### config.mk
export PLATFORM = sky130hd
export DESIGN_NAME = scl_stretch_ctrl
export DESIGN_NICKNAME = d
export VERILOG_FILES = /design/src/rtl/scl_stretch_pkg.sv /design/src/rtl/scl_sync2.sv /design/src/rtl/scl_bus_events.sv /design/src/rtl/scl_stretch_timer.sv /design/src/rtl/scl_stretch_ctrl.sv
export SDC_FILE = /design/constraint.sdc
export NUM_CORES = 1
export LEC_CHECK = 0
export ABC_AREA = 1
export CAP_MARGIN = 5
export CORE_ASPECT_RATIO = 0.75
export CORE_UTILIZATION = 45
export CTS_CLUSTER_DIAMETER = 80
export DETAILED_ROUTE_END_ITERATION = 8
export SLEW_MARGIN = 5
export SYNTH_ARGS = -nofsm -noshare
export SYNTH_HDL_FRONTEND = slang
export SYNTH_SLANG_ARGS = --single-unit
### constraint.sdc
create_clock -name clk -period 3.8 [get_ports clk]
set_clock_uncertainty 0.05 [all_clocks]
set_input_delay 0.76 -clock clk [delete_from_list [all_inputs] [get_ports clk]]
set_output_delay 0.76 -clock clk [all_outputs]
set_load 0.01 [all_outputs]
### src/rtl/scl_stretch_pkg.sv
package scl_stretch_pkg;

    typedef struct packed {
        logic start;
        logic stop;
        logic rise;
        logic fall;
    } bus_ev_t;

endpackage

### src/rtl/scl_sync2.sv
module scl_sync2 #(
    parameter int W = 2
) (
    input  logic         clk,
    input  logic         rst_n,
    input  logic [W-1:0] d_i,
    output logic [W-1:0] q_o
);
    for (genvar g = 0; g < W; g++) begin : g_bit
        logic meta_q;
        logic stab_q;
        always_ff @(posedge clk or negedge rst_n) begin
            if (!rst_n) begin
                meta_q <= 1'b1;
                stab_q <= 1'b1;
            end else begin
                meta_q <= d_i[g];
                stab_q <= meta_q;
            end
        end
        assign q_o[g] = stab_q;
    end
endmodule

### src/rtl/scl_bus_events.sv
module scl_bus_events
    import scl_stretch_pkg::*;
(
    input  logic    clk,
    input  logic    rst_n,
    input  logic    scl_s,
    input  logic    sda_s,
    output bus_ev_t ev_o
);
    logic scl_prev_q;
    logic sda_prev_q;

    always_ff @(posedge clk or negedge rst_n) begin
        if (!rst_n) begin
            scl_prev_q <= 1'b1;
            sda_prev_q <= 1'b1;
        end else begin
            scl_prev_q <= scl_s;
            sda_prev_q <= sda_s;
        end
    end

    always_comb begin
        ev_o.rise  = scl_s && !scl_prev_q;
        ev_o.fall  = !scl_s && scl_prev_q;
        ev_o.start = scl_s && scl_prev_q && sda_prev_q && !sda_s;
        ev_o.stop  = scl_s && scl_prev_q && !sda_prev_q && sda_s;
    end
endmodule

### src/rtl/scl_stretch_timer.sv
module scl_stretch_timer #(
    parameter int LIMIT = 1250000
) (
    input  logic clk,
    input  logic rst_n,
    input  logic run_i,
    output logic expired_o
);
    localparam int TW = (LIMIT > 2) ? $clog2(LIMIT) : 1;

    logic [TW-1:0] cnt_d, cnt_q;

    always_comb begin
        cnt_d     = run_i ? cnt_q + 1'b1 : '0;
        expired_o = run_i && (cnt_q == TW'(LIMIT - 1));
    end

    always_ff @(posedge clk or negedge rst_n) begin
        if (!rst_n) cnt_q <= '0;
        else        cnt_q <= cnt_d;
    end
endmodule

### src/rtl/scl_stretch_ctrl.sv
module scl_stretch_ctrl
    import scl_stretch_pkg::*;
#(
    parameter int CLK_HZ     = 50000000,
    parameter int STRETCH_MS = 25,
    parameter int FRAME_BITS = 9
) (
    input  logic clk,
    input  logic rst_n,
    input  logic scl_i,
    input  logic sda_i,
    input  logic busy_i,
    output logic scl_pull_o,
    output logic timeout_o
);
    localparam int LIMIT = (CLK_HZ / 1000) * STRETCH_MS;
    localparam int CNT_W = $clog2(FRAME_BITS + 1);

    typedef struct packed {
        logic             in_frame;
        logic [CNT_W-1:0] bit_cnt;
        logic             stretch;
        logic             timeout;
    } ctrl_t;

    logic [1:0] line_s;
    logic       scl_s;
    logic       sda_s;
    bus_ev_t    ev;
    logic       expired;
    logic       legal_point;
    ctrl_t      st_d, st_q;

    scl_sync2 #(.W(2)) u_sync (
        .clk   (clk),
        .rst_n (rst_n),
        .d_i   ({sda_i, scl_i}),
        .q_o   (line_s)
    );
    assign scl_s = line_s[0];
    assign sda_s = line_s[1];

    scl_bus_events u_events (
        .clk   (clk),
        .rst_n (rst_n),
        .scl_s (scl_s),
        .sda_s (sda_s),
        .ev_o  (ev)
    );

    scl_stretch_timer #(.LIMIT(LIMIT)) u_timer (
        .clk       (clk),
        .rst_n     (rst_n),
        .run_i     (st_q.stretch),
        .expired_o (expired)
    );

    // A fall is legal right after a START (count 0) or after the ACK clock.
    assign legal_point = ev.fall && st_q.in_frame &&
                         ((st_q.bit_cnt == '0) ||
                          (st_q.bit_cnt == CNT_W'(FRAME_BITS)));

    always_comb begin
        st_d = st_q;
        if (ev.start) begin
            st_d.in_frame = 1'b1;
            st_d.bit_cnt  = '0;
        end else if (ev.stop) begin
            st_d.in_frame = 1'b0;
            st_d.bit_cnt  = '0;
        end else if (ev.rise && st_q.in_frame) begin
            if (st_q.bit_cnt == CNT_W'(FRAME_BITS)) st_d.bit_cnt = CNT_W'(1);
            else                                    st_d.bit_cnt = st_q.bit_cnt + 1'b1;
        end

        if (st_q.stretch) begin
            if (!busy_i || expired) st_d.stretch = 1'b0;
            if (expired)            st_d.timeout = 1'b1;
        end else if (legal_point && busy_i) begin
            st_d.stretch = 1'b1;
        end
    end

    always_ff @(posedge clk or negedge rst_n) begin
        if (!rst_n) st_q <= '0;
        else        st_q <= st_d;
    end

    assign scl_pull_o = st_q.stretch;
    assign timeout_o  = st_q.timeout;
endmodule

; ---- Word level (Yosys, flattened, before mapping)
; Cells that the tools add are included.
; W data, S select, Z words.
[word_totals]
register_bits = 34
latchBits = 0
ram_bits = 0
mem_bits_ro = 0
in_bits = 5
out_inout_bits = 2
word_cells = 47
n_memories = 0
[classes]
n_addsub = 2
n_mul = 0
div_mod_pow = 0
order_cmp = 0
n_eq_ne = 2
shifts = 0
n_mux = 9
bitwise = 0
reduce_logical = 23
[ops]
columns = op, count
row1 = $add A21 B1 Y21 const B, 1
row2 = $eq A21 B21 Y1 const B, 1
row3 = $mux W21, 1
row4 = $logic_and A1 B1 Y1, 12
row5 = $mux W4, 3
row6 = $logic_not A1 Y1, 5
row7 = $mux W5, 1
row8 = $add A4 B1 Y4 const B, 1
row9 = $eq A4 B4 Y1 const B, 1
row10 = $logic_not A4 Y1, 1
row11 = $mux W1, 4
row12 = $reduce_bool A3 Y1, 1
row13 = $logic_or A1 B1 Y1, 2
row14 = $reduce_and A2 Y1, 1
row15 = $reduce_bool A2 Y1, 1

; ---- Longest topological paths before layout
; Gate-level depths: netlist of run 1.
[logic_depth]
ltp_word = 7
depth_mapped = 8
depth_no_buf = 8

; ---- By module
; A second synthesis of run 1 with hierarchy kept.
[hier_totals]
cells_unflattened = 240
area_unflattened_um2 = 1895.6
[by_module_without_submodules]
columns = mod, instances, cells_per_inst, area_per_inst_um2, seq_area_each_um2
row1 = scl_stretch_timer, 1, 171, 1277.5, 525.5
row2 = scl_stretch_ctrl, 1, 50, 404.1, 175.2
row3 = scl_sync2, 1, 6, 120.1, 105.1
row4 = scl_bus_events, 1, 13, 93.8, 52.6

; ---- Worst setup path before layout of run 1
; No wires, ideal clock.
[synth_timing]
path_kind = register to register
from = reg u_timer.cnt_q[0]
to = reg u_timer.cnt_q[18]
setup_time_ns = 0.119
t_arrival_ns = 1.139
required_time_ns = 3.631
path_slack_ns = 2.492
path_stages_with_launch = 9
n_path_buf = 0
period_less_slack_ns = 1.308
cell_sequence = dfrtp_1 ha_1 nand3_2 inv_2 nand2_4 nor2_4 nand3_1 nand2_1 nor2_1
[synth_between]
elab_chain_cells = 2
[synth_lines]
columns = element, line_no
row1 = from (decl), scl_stretch_timer.sv:11  ; logic [TW-1:0] cnt_d, cnt_q;
row2 = from (signal assigned), scl_stretch_timer.sv:20  ; else cnt_q <= cnt_d;
row3 = $add A21 B1 Y21, scl_stretch_timer.sv:14  ; cnt_d = run_i ? cnt_q + 1'b1 : '0;
row4 = $mux W21, scl_stretch_timer.sv:14
row5 = named net u_timer.cnt_d[18], scl_stretch_timer.sv:11
; The timed path passes the listed nets, and every way through them passes these cells.
; A chain may end at the register's enable or synchronous reset.

; ---- Final worst setup path of run 1
[layout_timing]
from = reg st_q (netlist bit scl_pull_o)
to = out scl_pull_o
[layout_rtl]
columns = element, line_no
row1 = from (decl), scl_stretch_ctrl.sv:32  ; ctrl_t st_d, st_q;
row2 = from (signal assigned), scl_stretch_ctrl.sv:86  ; else st_q <= st_d;
row3 = to (decl), scl_stretch_ctrl.sv:13  ; output logic scl_pull_o,
; No word-level cell between the ends.

==> flow_metrics.py, run 1 <==
metrics = {
    "critical_path": {
        "cpPeakStageDelay_ns": 0.72,
        "r2r_end": "u_timer.cnt_q[7]",
        "crit_chain": "clkdlybuf4s50_1",
        "cp-start-kind": "register",
        "crit_fanout": 19,
        "arrival_ns": 1.66,
        "cpMaxStageDelayCell": "dfrtp_1",
        "regToRegStartpoint": "scl_pull_o",
        "crit_type": "register to output port",
        "reg2reg_depth": 4,
        "critPathTopFamily": "flip-flops",
        "rrSetupSlack_ns": 2.31,
        "cp-end-kind": "output port",
        "path_buf_inv": 1,
        "cp.required_ns": 2.99,
    },
    "routing": {
        "routedWlPerCell_um": 11.36,
        "ant_nets": 0,
        "drcViolationCount": 0,
        "wl_um": 3273,
        "drt_iter0_markers": 86,
        "avgViaCountPerCell": 4.917,
        "num_vias": 1416,
        "first_pass_iters": 5,
    },
    "sta": {
        "slew_headroom_pct": 60.16,
        "setup_violations": 0,
        "hold_violations": 0,
        "rsz0062_at_grt": "false",
        "max_freq_mhz": 405.3,
        "final-max-slew-violation-count": 0,
        "finalCritPeriodShare_pct": 64.93,
        "worst_pin_slew_ns": 0.5977,
        "min_period_ns": 2.468,
        "tns_ns": 0,
    },
    "final_layout": {
        "layout-drive-gt1-share_pct": 13.14,
        "layout_common_cells": "44 x nand2_1, 39 x nor2_1, 30 x inv_1",
        "final_common_cell": "nand2_1",
        "fillers": 355,
        "syn2layout_area_growth_pct": 12.18,
        "final_cells": 288,
        "final_nets": 244,
        "num_antenna_cells": 0,
    },
    "yosys": {
        "netlist_instances": 223,
        "synth_seq_cells": 34,
        "syn-cell-area_mm2": 0.001767,
        "synth.net_count": 232,
        "yosysWarnings": 0,
        "synth.lib_cells_used.distinct": 23,
        "synth.avg_cell_area_um2": 7.922,
        "synth_seq_area_share_pct": 48.58,
    },
    "grt": {
        "grt_overflow": 0,
        "antenna_found_initial": 0,
        "grt_max_degree": 35,
        "grt_pass1_vias": 1294,
        "grt.total_usage_pct": 18.03,
        "grt_pass1_wl_um": 5637,
    },
    "place": {
        "hpwl_um": 2432,
        "port_buffers": 6,
        "placed_cells": 280,
        "gp_congestion": 0.8535,
    },
    "clocking": {
        "tritoncts": "yes",
        "cts_inserted_buffers": 5,
        "clkTransAtPathRegs_ns": 0.07,
        "clock_sinks": 34,
        "hold_buffers": 0,
        "cts_setup_buffers": 0,
        "cts_buffer_depth": 2,
        "cts_repair_resize_count": 0,
        "clk_latency_ns": 0.28,
        "htreeDepth": 2,
        "cts_root_buf": "clkbuf_8",
    },
    "power_and_ir_drop": {
        "irDropWorstVdd_mv": 0.2360,
        "powerDensity_mw_per_mm2": 378.0,
        "p_leak_nw": 0.9149,
    },
    "hold_path": {
        "min_to": "u_sync.g_bit[0].stab_q",
        "holdCritPathClass": "register to register",
        "hold_start": "u_sync.g_bit[0].meta_q",
        "worstHoldPathCells": 0,
    },
    "job": {
        "cap_violations": 0,
    },
    "die": {
        "fp.dieH_um": 56.27,
        "die_w_um": 74.35,
        "coreArea_mm2": 0.003709,
        "fp-row-count": 19,
        "die_area_mm2": 0.004183,
        "io_pins": 7,
        "initial_utilization_pct": 47.64,
    },
    "run_status": {
        "status": "completed",
    },
}
cell usage after synthesis:
library cell | number | area [µm²]
nand2_4 | 2 | 22.52
nand4_1 | 3 | 18.77
nor2_2 | 2 | 12.51
nand3_2 | 2 | 20.02
dfstp_2 | 6 | 157.7
nand2_1 | 44 | 165.2
ha_1 | 4 | 50.05
xnor2_1 | 2 | 17.52
buf_4 | 1 | 7.510
nor3_1 | 8 | 40.04
o21ai_1 | 2 | 10.01
inv_1 | 30 | 112.6
a21oi_1 | 13 | 65.06
dfrtp_1 | 28 | 700.7
nor2_1 | 39 | 146.4
inv_2 | 2 | 7.510
buf_2 | 1 | 5.000
nor2_4 | 5 | 56.30
nand2_2 | 2 | 12.51
nand3b_1 | 1 | 7.510
o21ai_0 | 12 | 60.06
or2_2 | 1 | 6.260
nand3_1 | 13 | 65.06
stage by stage:
step / power (mW) / hold WS [ns] / util, % / instance area (µm²) / setup slack, ns
floorplan: 0.4537 / 0.2952 / - / 1767 / 2.492
global placement: 0.4758 / 0.2953 / 50.88 / 1887 / 1.674
detailed placement: 0.4813 / 0.2968 / 50.88 / 1887 / 1.647
CTS: 0.7586 / 0.3070 / 53.44 / 1982 / 1.329
global route: 0.7879 / 0.3104 / 53.44 / 1982 / 1.248
finish: 0.7492 / 0.3057 / 53.44 / 1982 / 1.332
how the worst max path moves through the flow:
stage                     start                end  slack (ns)  depth (start not counted)
2_1_floorplan  u_timer.cnt_q[0]  u_timer.cnt_q[18]        2.49                          8
3_3_place_gp         scl_pull_o         scl_pull_o        1.67                          1
3_5_place_dp         scl_pull_o         scl_pull_o        1.65                          1
4_1_cts              scl_pull_o         scl_pull_o        1.33                          1
5_1_grt              scl_pull_o         scl_pull_o        1.25                          1
6_report             scl_pull_o         scl_pull_o        1.33                          1
layer usage:
layer | routed length [µm] | global-route usage (%) | vias to the layer above | part of all wire, %
met4 | 46 | 7.008 | 0 | 1.4
met3 | 205 | 5.027 | 6 | 6.3
met1 | 1673 | 26.19 | 648 | 51
li1 | - | - | 723 | -
met5 | 0 | 0 | - | 0
met2 | 1348 | 25.32 | 39 | 41
power by group:
group / switching (mW) / total, mW / internal [mW]
registers: 0.0174 / 0.400 / 0.383
clock network: 0.130 / 0.275 / 0.145
logic: 0.0450 / 0.0735 / 0.0285
total: 0.192 / 0.749 / 0.557
flip-flops by register name, summed over array words and instances (netlist names):
name                 cells
u_events.scl_prev_q      1
u_sync.g_bit.stab_q      2
st_q                     5
u_events.sda_prev_q      1
scl_pull_o               1
timeout_o                1
u_sync.g_bit.meta_q      2
u_timer.cnt_q           21
final cells by class:
type                            count  area (µm²)  share of cell area, %
Clock buffer                        6       82.58                  4.167
Clock inverter                      2       12.51                 0.6313
Sequential cell                    34       858.3                  43.31
Timing Repair Buffer                7       67.56                  3.409
Tap cell                           52       65.06                  3.283
Multi-Input combinational cell    155       775.7                  39.14
Inverter                           32       120.1                  6.061
worst reg2reg max path, delay by kind of cell (launching register included):
family / cells / cell delay (ns)
flip-flops: 1 / 0.72
buffers and inverters: 2 / 0.31
AO/OA/AOI/OAI: 2 / 0.35
cells by family (layout without fill, tap and decap cells):
| group | count (synthesis) | count (layout) | share of synthesized area (%) |
|---|---|---|---|
| AOI/OAI and AO/OA | 27 | 27 | 7.649 |
| xor gates and xnor gates | 2 | 2 | 0.9917 |
| and+or+nand+nor | 122 | 122 | 32.44 |
| adders and majority gates | 4 | 4 | 2.833 |
| buffers and inverters | 34 | 47 | 7.507 |
| DFF | 34 | 34 | 48.58 |
(Power assumes the default switching activity.)
==> inputs of run 2 (changes only) <==
clock period = 2.08 ns   (was 3.8 ns; I/O delays follow)
==> flow_metrics.py, run 2 (synthesis results as in run 1) <==
metrics = {
    "clocking": {
        "clkTransAtPathRegs_ns": 0.07,
        "clk_latency_ns": 0.28,
        "clock_sinks": 34,
        "cts_root_buf": "clkbuf_8",
        "htreeDepth": 2,
        "cts_buffer_depth": 2,
        "tritoncts": "yes",
        "cts_repair_resize_count": 0,
        "cts_inserted_buffers": 5,
        "cts_setup_buffers": 0,
        "hold_buffers": 0,
    },
    "die": {
        "coreArea_mm2": 0.003709,
        "die_area_mm2": 0.004183,
        "die_w_um": 74.35,
        "fp-row-count": 19,
        "io_pins": 7,
        "initial_utilization_pct": 47.64,
        "fp.dieH_um": 56.27,
    },
    "final_layout": {
        "multi_input_area_um2": 775.7,
        "regMostFlops": "u_timer.cnt_q",
        "largest_register_ffs": 21,
        "layout_common_cells": "44 x nand2_1, 39 x nor2_1, 30 x inv_1",
        "layout-drive-gt1-share_pct": 13.50,
        "fillers": 374,
        "syn2layout_area_growth_pct": 12.61,
        "final_nets": 245,
        "final_common_cell": "nand2_1",
        "reg.largest.list": "u_timer.cnt_q x21, st_q x5",
        "seq_area_um2": 858.3,
        "finalInstanceArea_mm2": 0.001989,
        "utilization_pct": 53.64,
        "num_antenna_cells": 0,
    },
    "routing": {
        "drcViolationCount": 0,
        "routedWlPerCell_um": 11.60,
        "wl_um": 3353,
        "first_pass_iters": 4,
        "num_vias": 1432,
        "avgViaCountPerCell": 4.955,
        "ant_nets": 0,
        "drt_iter0_markers": 78,
    },
    "sta": {
        "hold_violations": 0,
        "max_freq_mhz": 615.7,
        "final-max-slew-violation-count": 0,
        "slew_headroom_pct": 72.17,
        "finalCritPeriodShare_pct": 78.08,
        "min_period_ns": 1.624,
        "setup_violations": 0,
        "rsz0062_at_grt": "false",
        "postLayoutSetupSlackWorst_ns": 0.4558,
        "worst_pin_slew_ns": 0.4174,
        "tns_ns": 0,
    },
    "critical_path": {
        "crit_fanout": 2,
        "arrival_ns": 1.16,
        "reg2reg_depth": 8,
        "critPathTopFamily": "buffers and inverters",
        "cp.depth": 1,
        "crit_type": "register to output port",
        "r2r_end": "u_timer.cnt_q[18]",
        "cp-end-kind": "output port",
        "crit_chain": "clkdlybuf4s50_1",
        "cp.required_ns": 1.61,
        "cpPeakStageDelay_ns": 0.53,
        "path_buf_inv": 1,
        "cp-start-kind": "register",
        "regToRegStartpoint": "u_timer.cnt_q[0]",
        "cpMaxStageDelayCell": "clkdlybuf4s50_1",
        "rrSetupSlack_ns": 0.60,
    },
    "power_and_ir_drop": {
        "swShare_pct": 25.64,
        "p_int_mw": 1.021,
        "powerDensity_mw_per_mm2": 690.0,
        "irDropWorstVdd_mv": 0.3574,
        "p_leak_nw": 0.9203,
        "combPwrFrac_pct": 10.8,
        "seq_power_share_pct": 52.5,
        "p_clk_share_pct": 36.7,
        "p_sw_mw": 0.3519,
        "p_total_mw": 1.373,
    },
    "hold_path": {
        "holdCritPathClass": "register to register",
        "min_to": "u_sync.g_bit[0].stab_q",
        "worstHoldPathCells": 0,
        "hold_start": "u_sync.g_bit[0].meta_q",
    },
    "place": {
        "hpwl_um": 2523,
        "placed_area_mm2": 0.001894,
        "port_buffers": 6,
        "gp_congestion": 0.8449,
        "place_ws_ns": 0.6455,
    },
    "run_status": {
        "status": "completed",
    },
    "grt": {
        "grt_pass1_vias": 1287,
        "grt_pass1_wl_um": 5871,
        "grt_max_degree": 35,
        "grt_overflow": 0,
        "antenna_found_initial": 0,
        "grt.total_usage_pct": 18.84,
    },
    "job": {
        "cap_violations": 0,
    },
}
-- run 2: changes by cell type in the layout (fill, tap and decap cells not counted), sizes merged --
cell,before,now
buf,1,2
-- run 2: worst max path at each step --
stage / slack, ns / from / endpoint
floorplan: 0.77 / u_timer.cnt_q[0] / u_timer.cnt_q[18]
global placement: 0.70 / u_timer.cnt_q[0] / u_timer.cnt_q[18]
detailed placement: 0.65 / u_timer.cnt_q[0] / u_timer.cnt_q[18]
CTS: 0.44 / timeout_o / timeout_o
global route: 0.40 / timeout_o / timeout_o
finish: 0.46 / scl_pull_o / scl_pull_o
-- run 2: metrics by stage --
step	cells	hold WS, ns
global route	289	0.3114
floorplan	223	0.07041
global placement	281	0.2954
detailed placement	281	0.2972
CTS	289	0.3079
finish	289	0.3070
-- run 2: power groups by stage --
stage / clock, mW / sequential (mW) / combinational (mW)
after floorplan: 0 / 0.730 / 0.0990
after global placement: 0 / 0.730 / 0.142
after detailed placement: 0 / 0.733 / 0.151
after CTS: 0.519 / 0.721 / 0.152
after global routing: 0.546 / 0.726 / 0.175
final: 0.503 / 0.721 / 0.149
-- run 2: routing by layer --
metal  global-route usage [%]  share of wire [%]
met5                        0                  0
met4                    6.469                1.3
met3                    6.104                5.0
met2                    25.06                 39
met1                    28.44                 55
-- run 2: layout make-up --
cell class,count,share of cell area [%]
Multi-Input combinational cell,155,38.99
Timing Repair Buffer,8,3.774
Clock inverter,2,0.6289
Sequential cell,34,43.14
Clock buffer,6,4.151
Inverter,32,6.038
Tap cell,52,3.270
==> inputs of run 3 (changes only) <==
clock period = 1.6 ns   (was 2.08 ns; I/O delays follow)
==> flow_metrics.py, run 3 (synthesis results as in run 1) <==
metrics = {
    "critical_path": {
        "crit_type": "register to output port",
        "cpPeakStageDelay_ns": 0.53,
        "cpMaxStageDelayCell": "clkdlybuf4s50_1",
        "arrival_ns": 1.17,
        "cp-end-kind": "output port",
        "critPathTopFamily": "buffers and inverters",
        "path_buf_inv": 1,
        "crit_chain": "clkdlybuf4s50_1",
        "crit_fanout": 2,
        "cp.required_ns": 1.23,
        "cp-start-kind": "register",
    },
    "hold_path": {
        "holdCritPathClass": "register to register",
    },
    "sta": {
        "setup_violations": 0,
        "postLayoutSetupSlackWorst_ns": 0.05709,
        "worst_pin_slew_ns": 0.2694,
        "final-max-slew-violation-count": 0,
        "hold_violations": 0,
        "max_freq_mhz": 648.1,
        "slew_headroom_pct": 81.90,
        "finalCritPeriodShare_pct": 96.43,
        "min_period_ns": 1.543,
        "tns_ns": 0,
        "rsz0062_at_grt": "false",
    },
    "final_layout": {
        "syn2layout_area_growth_pct": 14.09,
        "layout_common_cells": "44 x nand2_1, 39 x nor2_1, 30 x inv_1",
        "fillers": 351,
        "reg.largest.list": "u_timer.cnt_q x21, st_q x5",
        "layout-drive-gt1-share_pct": 13.50,
        "final_cells": 289,
        "num_antenna_cells": 0,
        "regMostFlops": "u_timer.cnt_q",
        "utilization_pct": 54.35,
        "final_common_cell": "nand2_1",
        "largest_register_ffs": 21,
        "finalInstanceArea_mm2": 0.002016,
        "final_nets": 245,
    },
    "grt": {
        "grt_pass1_vias": 1258,
        "grt.total_usage_pct": 19.29,
        "grt_overflow": 0,
        "antenna_found_initial": 0,
        "grt_max_degree": 35,
        "grt_pass1_wl_um": 5782,
    },
    "routing": {
        "avgViaCountPerCell": 4.869,
        "routedWlPerCell_um": 11.58,
        "wl_um": 3346,
        "first_pass_iters": 4,
        "drcViolationCount": 0,
        "num_vias": 1407,
        "drt_iter0_markers": 68,
        "ant_nets": 0,
    },
    "die": {
        "io_pins": 7,
        "die_w_um": 74.35,
        "initial_utilization_pct": 47.64,
        "fp-row-count": 19,
        "coreArea_mm2": 0.003709,
        "fp.dieH_um": 56.27,
        "die_area_mm2": 0.004183,
    },
    "clocking": {
        "cts_repair_resize_count": 0,
        "clock_sinks": 34,
        "cts_buffer_depth": 2,
        "htreeDepth": 2,
        "tritoncts": "yes",
        "cts_setup_buffers": 0,
        "cts_root_buf": "clkbuf_8",
        "clkTransAtPathRegs_ns": 0.07,
        "cts_inserted_buffers": 5,
        "hold_buffers": 0,
        "clk_latency_ns": 0.29,
    },
    "place": {
        "placed_area_mm2": 0.001907,
        "placed_cells": 281,
        "hpwl_um": 2456,
        "gp_congestion": 0.8349,
        "place_ws_ns": 0.1636,
        "port_buffers": 6,
    },
    "job": {
        "cap_violations": 0,
    },
    "power_and_ir_drop": {
        "p_leak_nw": 0.9356,
        "irDropWorstVdd_mv": 0.6306,
        "powerDensity_mw_per_mm2": 948.0,
    },
    "run_status": {
        "status": "completed",
    },
}
run 3: power by group:
| group | total [mW] | internal [mW] | switching, mW |
|---|---|---|---|
| logic | 0.195 | 0.0742 | 0.121 |
| clock network | 0.780 | 0.458 | 0.322 |
| registers | 0.936 | 0.910 | 0.0256 |
run 3: cell type report:
class | instances | area [µm²] | share of cell area [%]
inverters | 32 | 120.1 | 5.959
clock buffers | 5 | 68.82 | 3.414
flip-flops and latches | 34 | 858.3 | 42.58
clock inverters | 3 | 40.04 | 1.986
multi-input cells | 155 | 775.7 | 38.49
repair buffers | 8 | 87.58 | 4.345
well taps | 52 | 65.06 | 3.228
run 3: per-layer routing:
| layer | share of wire (%) | global-route usage [%] | routed length, µm |
|---|---|---|---|
| met1 | 55 | 29.19 | 1850 |
| met2 | 37 | 23.12 | 1229 |
| met3 | 5.6 | 6.643 | 186 |
| met4 | 2.4 | 11.32 | 79 |
| met5 | 0 | 0 | 0 |
run 3: worst paths after layout:
path	endpoint	start	depth (start not counted)	slack (ns)
worst max-delay path	scl_pull_o	scl_pull_o	1	0.06
max in group asynchronous	u_sync.g_bit[1].stab_q	rst_n	2	0.92
worst min-delay path	u_sync.g_bit[1].stab_q	u_sync.g_bit[1].meta_q	0	0.31
min in group asynchronous	u_timer.cnt_q[10]	rst_n	2	0.34
worst max register to register	u_timer.cnt_q[18]	u_timer.cnt_q[0]	8	0.14
worst min register to register	u_sync.g_bit[1].stab_q	u_sync.g_bit[1].meta_q	0	0.31
run 3: worst register-to-register path, stage by stage (launching register included):
cell and delay (ns):
dfrtp_1 0.38, ha_1 0.21, nand3_2 0.15, inv_2 0.14, nand2_4 0.07, nor2_4 0.15
nand3_1 0.09, nand2_1 0.07, nor2_1 0.04
run 3: per-stage QoR:
| stage | power [mW] | hold WS, ns |
|---|---|---|
| floorplan | 1.078 | -0.02559 |
| global placement | 1.140 | 0.2957 |
| detailed placement | 1.151 | 0.2973 |
| CTS | 1.943 | 0.3075 |
| global route | 2.017 | 0.3147 |
| finish | 1.911 | 0.3062 |
